### config.mk
export PLATFORM = sky130hd
export DESIGN_NAME = pll_lock_monitor
export DESIGN_NICKNAME = d
export VERILOG_FILES = /design/src/rtl/lockdet_pkg.sv /design/src/rtl/phase_err_meter.sv /design/src/rtl/lock_qualifier.sv /design/src/rtl/pll_lock_monitor.sv
export SDC_FILE = /design/constraint.sdc
export NUM_CORES = 1
export LEC_CHECK = 0
export ABC_AREA = 0
export BUFFER_PORTS_ARGS = -buffer_cell sky130_fd_sc_hd__buf_2
export CAP_MARGIN = 30
export CORE_AREA = 2 2 48 46
export DETAILED_ROUTE_END_ITERATION = 10
export DIE_AREA = 0 0 50 48
export GPL_TIMING_DRIVEN = 0
export SLEW_MARGIN = 20
export SYNTH_ARGS = -nofsm -noshare
export SYNTH_HDL_FRONTEND = slang
export SYNTH_HIERARCHICAL = 1
export SYNTH_SLANG_ARGS = --single-unit
### constraint.sdc
create_clock -name clk -period 2.3 [get_ports clk]
set_input_delay 0 -clock clk [delete_from_list [all_inputs] [get_ports clk]]
set_output_delay 0 -clock clk [all_outputs]
set_load 0.02 [all_outputs]
### src/rtl/lockdet_pkg.sv
package lockdet_pkg;

  // error strictly below the lock threshold counts as a good cycle
  function automatic logic err_small(input int unsigned err, input int unsigned thr);
    return err < thr;
  endfunction

  // error strictly above the unlock threshold drops an existing lock
  function automatic logic err_large(input int unsigned err, input int unsigned thr);
    return err > thr;
  endfunction

  // number of consecutive good cycles demanded by the mode bit
  function automatic int unsigned runs_needed(input logic long_sel,
                                              input int unsigned short_n,
                                              input int unsigned long_n);
    return long_sel ? long_n : short_n;
  endfunction

endpackage

### src/rtl/phase_err_meter.sv
module phase_err_meter #(
  parameter int CNT_W = 8
) (
  input  logic             clk,
  input  logic             rst_n,
  input  logic             pfd_up,
  input  logic             pfd_dn,
  input  logic             ref_strobe,
  output logic [CNT_W-1:0] win_err
);
  localparam logic [CNT_W-1:0] ERR_MAX = '1;

  logic             pulse_on;
  logic             err_sat;
  logic [CNT_W-1:0] err_q;

  assign pulse_on = pfd_up | pfd_dn;
  assign err_sat  = (err_q == ERR_MAX);
  assign win_err  = err_q;

  always_ff @(posedge clk) begin
    if (!rst_n) begin
      err_q <= '0;
    end else if (ref_strobe) begin
      err_q <= CNT_W'(pulse_on);
    end else if (pulse_on && !err_sat) begin
      err_q <= err_q + 1'b1;
    end
  end


  sat_hold_chk: assert property (@(posedge clk) disable iff (!rst_n)
    (!ref_strobe && err_sat) |=> (win_err == ERR_MAX));


  idle_hold_chk: assert property (@(posedge clk) disable iff (!rst_n)
    (!ref_strobe && !pfd_up && !pfd_dn) |=> $stable(win_err));


  window_restart_chk: assert property (@(posedge clk) disable iff (!rst_n)
    ref_strobe |=> (win_err <= CNT_W'(1)));

endmodule

### src/rtl/lock_qualifier.sv
module lock_qualifier
  import lockdet_pkg::*;
#(
  parameter int          CNT_W      = 8,
  parameter int unsigned LOCK_THR   = 4,
  parameter int unsigned UNLOCK_THR = 6,
  parameter int unsigned SHORT_RUN  = 3,
  parameter int unsigned LONG_RUN   = 5
) (
  input  logic             clk,
  input  logic             rst_n,
  input  logic             ref_strobe,
  input  logic             long_mode,
  input  logic [CNT_W-1:0] win_err,
  output logic             lock_o
);
  localparam int unsigned MAX_RUN = (SHORT_RUN > LONG_RUN) ? SHORT_RUN : LONG_RUN;
  localparam int          RUN_W   = $clog2(MAX_RUN + 1);

  logic             win_small;
  logic             win_large;
  logic             run_full;
  int unsigned      need;
  logic             lock_q;
  logic [RUN_W-1:0] run_q;

  assign win_small = err_small(32'(win_err), LOCK_THR);
  assign win_large = err_large(32'(win_err), UNLOCK_THR);
  assign need      = runs_needed(long_mode, SHORT_RUN, LONG_RUN);
  assign run_full  = (32'(run_q) + 32'd1) >= need;
  assign lock_o    = lock_q;

  always_ff @(posedge clk) begin
    if (!rst_n) begin
      lock_q <= 1'b0;
      run_q  <= '0;
    end else if (ref_strobe) begin
      if (lock_q) begin
        if (win_large) begin
          lock_q <= 1'b0;
          run_q  <= '0;
        end
      end else if (win_small) begin
        if (run_full) begin
          lock_q <= 1'b1;
          run_q  <= '0;
        end else begin
          run_q <= run_q + 1'b1;
        end
      end else begin
        run_q <= '0;
      end
    end
  end


  reset_clear_chk: assert property (@(posedge clk) disable iff (!rst_n)
    $rose(rst_n) |-> (!lock_q && run_q == '0));


  lock_rise_chk: assert property (@(posedge clk) disable iff (!rst_n)
    $rose(lock_q) |-> $past(ref_strobe && win_small));


  lock_fall_chk: assert property (@(posedge clk) disable iff (!rst_n)
    $fell(lock_q) |-> $past(ref_strobe && win_large));


  hold_mid_chk: assert property (@(posedge clk) disable iff (!rst_n)
    (lock_q && ref_strobe && !win_large) |=> lock_q);


  run_restart_chk: assert property (@(posedge clk) disable iff (!rst_n)
    (!lock_q && ref_strobe && !win_small) |=> (run_q == '0 && !lock_q));


  run_bound_chk: assert property (@(posedge clk) disable iff (!rst_n)
    32'(run_q) < MAX_RUN);

endmodule

### src/rtl/pll_lock_monitor.sv
module pll_lock_monitor #(
  parameter int          CNT_W      = 8,
  parameter int unsigned LOCK_THR   = 4,
  parameter int unsigned UNLOCK_THR = 6,
  parameter int unsigned SHORT_RUN  = 3,
  parameter int unsigned LONG_RUN   = 5
) (
  input  logic clk,
  input  logic rst_n,
  input  logic pfd_up,
  input  logic pfd_dn,
  input  logic ref_strobe,
  input  logic long_mode,
  output logic lock_o
);
  logic [CNT_W-1:0] win_err;

  phase_err_meter #(.CNT_W(CNT_W)) u_meter (
    .clk        (clk),
    .rst_n      (rst_n),
    .pfd_up     (pfd_up),
    .pfd_dn     (pfd_dn),
    .ref_strobe (ref_strobe),
    .win_err    (win_err)
  );

  lock_qualifier #(
    .CNT_W      (CNT_W),
    .LOCK_THR   (LOCK_THR),
    .UNLOCK_THR (UNLOCK_THR),
    .SHORT_RUN  (SHORT_RUN),
    .LONG_RUN   (LONG_RUN)
  ) u_qual (
    .clk        (clk),
    .rst_n      (rst_n),
    .ref_strobe (ref_strobe),
    .long_mode  (long_mode),
    .win_err    (win_err),
    .lock_o     (lock_o)
  );


  lock_quiet_chk: assert property (@(posedge clk) disable iff (!rst_n)
    !$past(ref_strobe) |-> $stable(lock_o));

endmodule

==> impl_metrics.env, run 1 <==
export IMPL_r2r_cells=7
export IMPL_gp_congestion=0.658
export IMPL_cts_made_buffers=3
export IMPL_cp_end_kind="flop"
export IMPL_cts_tree="yes"
export IMPL_start_point_of_the_worst_hold_path="ref_strobe"
export IMPL_i_o_pin_cnt=7
export IMPL_critical_path_startpoint_type="flop"
export IMPL_cap_viol_max_count=0
export IMPL_num_clock_sinks=12
export IMPL_drt_wirelength_per_cell_um=11.1
export IMPL_max_stage_delay_ns=0.36
export IMPL_violation_count_after_the_first_detailed_route_iteration=12
export IMPL_vias_in_the_first_global_route=521
export IMPL_path_max_fanout=5
export IMPL_final_max_slew_viol_count=0
export IMPL_achievable_frequency_mhz=563
export IMPL_worst_r2r_setup_slack_ns=0.52
export IMPL_cts_repair_resize_count=0
export IMPL_timing_hold_worst_endpoint="u_qual/lock_o$_SDFFE_PN0P_"
export IMPL_firstDrtPassIters=4
export IMPL_power_static_leakage_uw=0.000340
export IMPL_syn_avg_cell_area_sq_um=8.70
export IMPL_cts_repair_timing_setup_buffer_count=0
export IMPL_worst_slew_pin_transition_ns=0.336
export IMPL_list_of_cells_traversed_by_the_critical_path="ha_1 > xor2_1 > ha_1 > inv_1 > o311a_1 > nand2b_1 > a21oi_2"
export IMPL_setup_total_negative_slack_ns=0
export IMPL_worst_path_most_repeated_cell="ha_1"
export IMPL_clk_pin_slew_worst_paths_ns=0.08
export IMPL_critical_path_required_ns=2.51
export IMPL_grt_setup_unrepaired="no"
export IMPL_holdPathStages=3
export IMPL_worst_path_max_delay_cell="o311a_1"
export IMPL_final_min_clock_period_ns=1.78
export IMPL_buffer_ports_inserted=6
export IMPL_detail_route_vias_per_cell=5.26
export IMPL_globalRoute_totalOverflow=0
export IMPL_min_path_type="input port to flop"
export IMPL_synthToLayoutAreaGrowth_pct=13.7
export IMPL_yosysWarningCount=6
export IMPL_netlist_cell_type_count=36
export IMPL_drtAntennaViolNets=0
export IMPL_synthCells=82
export IMPL_cp_arrival_ns=1.99
export IMPL_drc=0
export IMPL_crit_reg2reg_capture="u_qual/lock_o$_SDFFE_PN0P_"
export IMPL_ir_drop_mv=0.346
export IMPL_post_cts_hold_buffer_count=0
export IMPL_postSynthNetCount=91
export IMPL_timing_final_setup_violations=0
export IMPL_detailroute_via_count=616
export IMPL_floorplan_die_area_sq_um=2400
export IMPL_area_after_detailed_placement_sq_um=774
export IMPL_largest_net_degree_at_the_start_of_global_routing=12
export IMPL_globalRouteTotalUtil=0.122
export IMPL_n_antenna_cell=0
export IMPL_timing_clock_skew_ns=0.00477
export IMPL_floorplan_initialDensity=0.384
export IMPL_core_rowCount=15
export IMPL_outcome="finished clean"
export IMPL_finalHoldViolations=0
export IMPL_final_nets=102
export IMPL_synthesis_area_sq_um=713
export IMPL_dp_hpwl_um=989
export IMPL_timing_final_crit_share=0.772
export IMPL_synth_yosys_seq_area_share=0.337
export IMPL_deepest_clock_path_buffer_count=2
export IMPL_grt_antenna_before_repair=0
export IMPL_cts_root_buf="clkbuf_4"
export IMPL_cts_htree_levels=1
export IMPL_chipHeight_um=48
export IMPL_summed_area_of_non_filler_cells_in_the_final_layout_sq_um=811
export IMPL_worst_setup_path_type="flop to flop"
export IMPL_power_density_nw_per_um2=550
export IMPL_routed_wl_um=1300
export IMPL_post_route_cells_drive_above_1_share=0.228
export IMPL_worstSkewPairLatency_ns=0.27
export IMPL_die_width_um=50
export IMPL_core_region_area_sq_um=1860
export IMPL_wire_length_of_the_first_global_routing_pass_um=2180
export IMPL_slew_limit_headroom=0.774
export IMPL_yosys_register_bits=12
export IMPL_reg2reg_from="u_qual/run_q[0]$_SDFFE_PN0P_"
sequential cells by signal, summed over array words and instances (netlist names):
| register | cells |
|---|---|
| u_meter/win_err | 8 |
| u_qual/run_q | 3 |
| u_qual/lock_o | 1 |
worst max-delay path by stage:
| stage | slack, ns | end | cells past startpoint | startpoint |
|---|---|---|---|---|
| 2_1_floorplan | 0.61 | u_qual/lock_o$_SDFFE_PN0P_ | 7 | u_qual/run_q[0]$_SDFFE_PN0P_ |
| 3_3_place_gp | 0.54 | u_qual/lock_o$_SDFFE_PN0P_ | 7 | u_qual/run_q[0]$_SDFFE_PN0P_ |
| 3_5_place_dp | 0.54 | u_qual/lock_o$_SDFFE_PN0P_ | 7 | u_qual/run_q[0]$_SDFFE_PN0P_ |
| 4_1_cts | 0.52 | u_qual/lock_o$_SDFFE_PN0P_ | 7 | u_qual/run_q[0]$_SDFFE_PN0P_ |
| 5_1_grt | 0.43 | u_qual/run_q[1]$_SDFFE_PN0P_ | 7 | u_qual/run_q[0]$_SDFFE_PN0P_ |
| 6_report | 0.52 | u_qual/lock_o$_SDFFE_PN0P_ | 7 | u_qual/run_q[0]$_SDFFE_PN0P_ |
where the power goes:
part	switching [uW]	internal, uW	total, uW
clock network	73.9	96.1	170
logic	30.4	23.8	54.1
registers	7.63	214	222
total	112	334	446
synth_stat cells, drive strengths merged:
| library cell | number | area [sq um] |
|---|---|---|
| nand2b | 2 | 12.5 |
| o21bai | 1 | 7.51 |
| o21ai | 3 | 18.8 |
| or3 | 1 | 6.26 |
| nand3 | 5 | 40.0 |
| o31ai | 1 | 7.51 |
| nor2 | 8 | 30.0 |
| a21oi | 5 | 28.8 |
| nor2b | 1 | 6.26 |
| xor2 | 3 | 26.3 |
| xnor2 | 1 | 8.76 |
| a41oi | 1 | 16.3 |
| dfxtp | 12 | 240 |
| a41o | 1 | 10.0 |
| or4 | 1 | 7.51 |
| o22ai | 2 | 12.5 |
| nand4 | 2 | 18.8 |
| nor4 | 1 | 6.26 |
| nor3 | 1 | 10.0 |
| or2 | 1 | 6.26 |
| nand2 | 8 | 30.0 |
| o311a | 1 | 10.0 |
| and3 | 2 | 13.8 |
| ha | 3 | 37.5 |
| nand3b | 3 | 22.5 |
| and4 | 1 | 8.76 |
| inv | 5 | 18.8 |
| o211ai | 4 | 35.0 |
| o211a | 1 | 10.0 |
| a31oi | 1 | 6.26 |
cell type report:
type,instances,area (sq um)
Tap cell,25,31.3
Fill cell,191,1050
Clock buffer,4,36.3
Timing Repair Buffer,6,30.0
Multi-Input combinational cell,65,454
Sequential cell,12,240
Inverter,5,18.8
stage by stage:
stage               hold WS [ns]  std cells  setup WS [ns]  total power, uW   util
finish                    0.0440        117          0.525              446  0.436
global route              0.0635        117          0.433              471  0.436
CTS                       0.0404        117          0.523              453  0.436
detailed placement         0.324        113          0.542              281  0.417
global placement           0.316        113          0.538              280  0.417
floorplan                  0.150         82          0.610              265      -
cell usage in the layout (no fill, tap or decap), types with 2 or more instances in the layout:
cell type,synthesis,final
a21oi_1,4,4
buf_2,0,6
clkbuf_4,0,3
dfxtp_1,12,12
ha_1,3,3
inv_1,5,5
nand2_1,8,8
nand2b_1,2,2
nand3_1,2,2
nand3_2,3,3
nand3b_1,3,3
nor2_1,8,8
o211ai_1,3,3
o21ai_0,2,2
o22ai_1,2,2
xor2_1,3,3
metal layers:
metal | vias up | global-route usage | wire [um]
met4 | 0 | 0 | 0
met5 | - | 0 | 0
li1 | 327 | - | -
met3 | 0 | 0.0594 | 65
met2 | 9 | 0.211 | 577
met1 | 280 | 0.150 | 653
cells by family (layout without fill, tap and decap cells):
logic type,after synthesis,in the layout,synth area share
fa+ha+maj,3,3,0.0526
simple gates,37,37,0.307
compound gates,21,21,0.228
flops,12,12,0.337
buf+inv,5,15,0.0263
xor+xnor,4,4,0.0491
worst max-delay path: cells and delay by family (launching register included):
family                   cells  cell delay [ns]
AO/OA/AOI/OAI                2             0.48
XOR/XNOR                     1             0.15
adder cells (fa/ha/maj)      2             0.53
buffers and inverters        1             0.04
flip-flops                   1             0.35
AND/OR/NAND/NOR              1             0.17
Note: power is estimated with default switching activity, not from simulation.
==> run 2: changes to the inputs <==
ABC_AREA = 1   (was 0)
CORE_AREA = 2 2 52 49   (was 2 2 48 46)
DIE_AREA = 0 0 54 51   (was 0 0 50 48)
clock period = 1.7 ns   (was 2.3 ns; I/O delays follow)
==> impl_metrics.env, run 2 <==
export IMPL_routed_wl_um=1680
export IMPL_power_density_nw_per_um2=668
export IMPL_drc=0
export IMPL_worst_setup_path_type="flop to flop"
export IMPL_synth_top_area_cell="dfxtp_1"
export IMPL_globalRoute_totalOverflow=0
export IMPL_final_max_slew_viol_count=0
export IMPL_leading_cell_type_in_the_layout_fill_and_taps_excluded="nand2_1"
export IMPL_cts_tree="yes"
export IMPL_i_o_pin_cnt=7
export IMPL_drtAntennaViolNets=0
export IMPL_synth_yosys_seq_area_share=0.284
export IMPL_post_route_cells_drive_above_1_share=0.254
export IMPL_buffer_ports_inserted=6
export IMPL_dp_hpwl_um=1260
export IMPL_worstSkewPairLatency_ns=0.27
export IMPL_finalHoldViolations=0
export IMPL_deepest_clock_path_buffer_count=2
export IMPL_synthCells=131
export IMPL_yosys_register_bits=12
export IMPL_placedCellCount=165
export IMPL_largest_net_degree_at_the_start_of_global_routing=10
export IMPL_worst_r2r_setup_slack_ns=0.09
export IMPL_cts_htree_levels=1
export IMPL_globalRouteTotalUtil=0.136
export IMPL_critical_path_required_ns=1.86
export IMPL_setup_total_negative_slack_ns=0
export IMPL_worst_hold_slack_across_all_endpoints_ns=0.00475
export IMPL_timing_clock_skew_ns=0.0127
export IMPL_synthesis_area_sq_um=846
export IMPL_wire_length_of_the_first_global_routing_pass_um=2730
export IMPL_final_nets=153
export IMPL_timing_critical_path_to="u_qual/run_q[0]$_SDFFE_PN0P_"
export IMPL_floorplan_die_area_sq_um=2750
export IMPL_grt_antenna_before_repair=0
export IMPL_vias_in_the_first_global_route=660
export IMPL_achievable_frequency_mhz=621
export IMPL_min_path_type="input port to flop"
export IMPL_floorplan_initialDensity=0.368
export IMPL_core_rowCount=17
export IMPL_critical_path_startpoint_type="flop"
export IMPL_die_width_um=54
export IMPL_ir_drop_mv=0.283
export IMPL_instances_no_fill=170
export IMPL_most_frequent_cells_after_synthesis="nand2_1, nor2_1, inv_1"
export IMPL_reg2reg_from="u_qual/run_q[0]$_SDFFE_PN0P_"
export IMPL_gr_usage_met1=0.194
export IMPL_filler_cell_count=231
export IMPL_ys_flop_type="dfxtp_1"
export IMPL_detail_route_vias_per_cell=4.71
export IMPL_timing_final_crit_share=0.947
export IMPL_slew_limit_headroom=0.846
export IMPL_outcome="finished clean"
export IMPL_clk_pin_slew_worst_paths_ns=0.09
export IMPL_postSynthNetCount=140
export IMPL_gp_congestion=0.772
export IMPL_async_reset_ff_frac=0
export IMPL_path_max_fanout=4
export IMPL_netlist_cell_type_count=24
export IMPL_n_antenna_cell=0
export IMPL_violation_count_after_the_first_detailed_route_iteration=14
export IMPL_cp_arrival_ns=1.77
export IMPL_power_uw=659
export IMPL_yosysWarningCount=6
export IMPL_syn_avg_cell_area_sq_um=6.46
export IMPL_grt_busiest_layer="met1"
export IMPL_regMostFlops="u_meter/win_err"
export IMPL_use_met3=0.0380
export IMPL_crit_reg2reg_capture="u_qual/run_q[0]$_SDFFE_PN0P_"
export IMPL_num_clock_sinks=12
export IMPL_cp_end_kind="flop"
export IMPL_area_after_detailed_placement_sq_um=911
export IMPL_mostFrequentLayoutCells="nand2_1, nor2_1, inv_1"
export IMPL_chipHeight_um=51
export IMPL_drt_wirelength_per_cell_um=9.87
export IMPL_final_min_clock_period_ns=1.61
export IMPL_synthDominantCellAreaShare=0.284
export IMPL_firstDrtPassIters=4
export IMPL_detailroute_via_count=801
export IMPL_worst_slew_pin_transition_ns=0.230
export IMPL_critPathLaunch="u_qual/run_q[0]$_SDFFE_PN0P_"
export IMPL_post_cts_hold_buffer_count=0
export IMPL_r2r_cells=13
export IMPL_synth_enable_flop_cells=0
export IMPL_global_route_usage_met2=0.191
export IMPL_cap_viol_max_count=0
export IMPL_summed_area_of_non_filler_cells_in_the_final_layout_sq_um=987
export IMPL_cts_made_buffers=3
export IMPL_core_region_area_sq_um=2300
export IMPL_synth_area_top_cells="dfxtp_1, nand2_1, nor2_1, inv_1, nand3_1"
export IMPL_synthToLayoutAreaGrowth_pct=16.7
export IMPL_cts_root_buf="clkbuf_4"
export IMPL_synthMostInstantiatedCell="nand2_1"
export IMPL_power_static_leakage_uw=0.000467
export IMPL_timing_final_setup_violations=0
export IMPL_max_ffs_per_register=8
-- run 2: layout make-up --
class / instances / area, sq um / share of cell area
multi-input combinational: 99 / 561 / 0.568
sequential: 12 / 245 / 0.248
inverter: 19 / 71.3 / 0.0722
timing repair buffer: 8 / 45.0 / 0.0456
tap: 28 / 35.0 / 0.0355
clock buffer: 3 / 22.5 / 0.0228
buffer: 1 / 7.51 / 0.00760
-- run 2: kinds of logic (layout without fill, tap and decap cells) --
logic type	Yosys count	count (layout)	synth area share
buffers and inverters	20	31	0.0932
AO/OA/AOI/OAI	9	9	0.0814
adder cells (fa/ha/maj)	3	3	0.0444
AND/OR/NAND/NOR	85	85	0.476
flip-flops	12	12	0.284
XOR/XNOR	2	2	0.0207
-- run 2: how the worst min path moves through the flow --
stage	end	from	depth (start not counted)	slack [ns]
after floorplan	u_meter/win_err[0]$_SDFFE_PN0P_	rst_n	2	0.13
after global placement	u_meter/win_err[0]$_SDFFE_PN0P_	rst_n	3	0.30
after detailed placement	u_meter/win_err[0]$_SDFFE_PN0P_	rst_n	3	0.30
after CTS	u_meter/win_err[0]$_SDFFE_PN0P_	rst_n	3	0.002
after global routing	u_meter/win_err[0]$_SDFFE_PN0P_	rst_n	3	0.002
final	u_meter/win_err[0]$_SDFFE_PN0P_	rst_n	3	0.005
-- run 2: critical path: stages (launching register included) --
cell and delay (ns):
dfxtp_4 0.35, ha_2 0.18, inv_1 0.05, nand2_1 0.04, nand2_1 0.09, inv_2 0.05, ha_4 0.26, inv_1 0.03
nand2_1 0.06, nand3_2 0.08, nand3_4 0.09, nor2_1 0.05, nor2_1 0.13, nor2_2 0.04
-- run 2: what timing repair did --
action / CTS / global route
setup buffers: 0 / 2
gates resized for setup: 0 / 10
endpoints found under the setup margin: 0 / 4
-- run 2: per-layer routing --
layer  vias to the layer above  share of wire
met5                         -              0
met4                         0         0.0077
met2                        12           0.41
met3                         2          0.048
met1                       355           0.54
li1                        432              -
-- run 2: per-stage QoR --
stage                     worst slack [ns]   util
after floorplan                      0.180      -
after global placement              0.0614  0.397
after detailed placement            0.0428  0.397
after CTS                           0.0297  0.406
after global routing               -0.0141  0.430
final                               0.0908  0.430
-- run 2: where the power goes --
part	switching, uW	internal (uW)
registers	15.2	296
logic	95.8	70.4
clock network	100	81.8
total	211	448
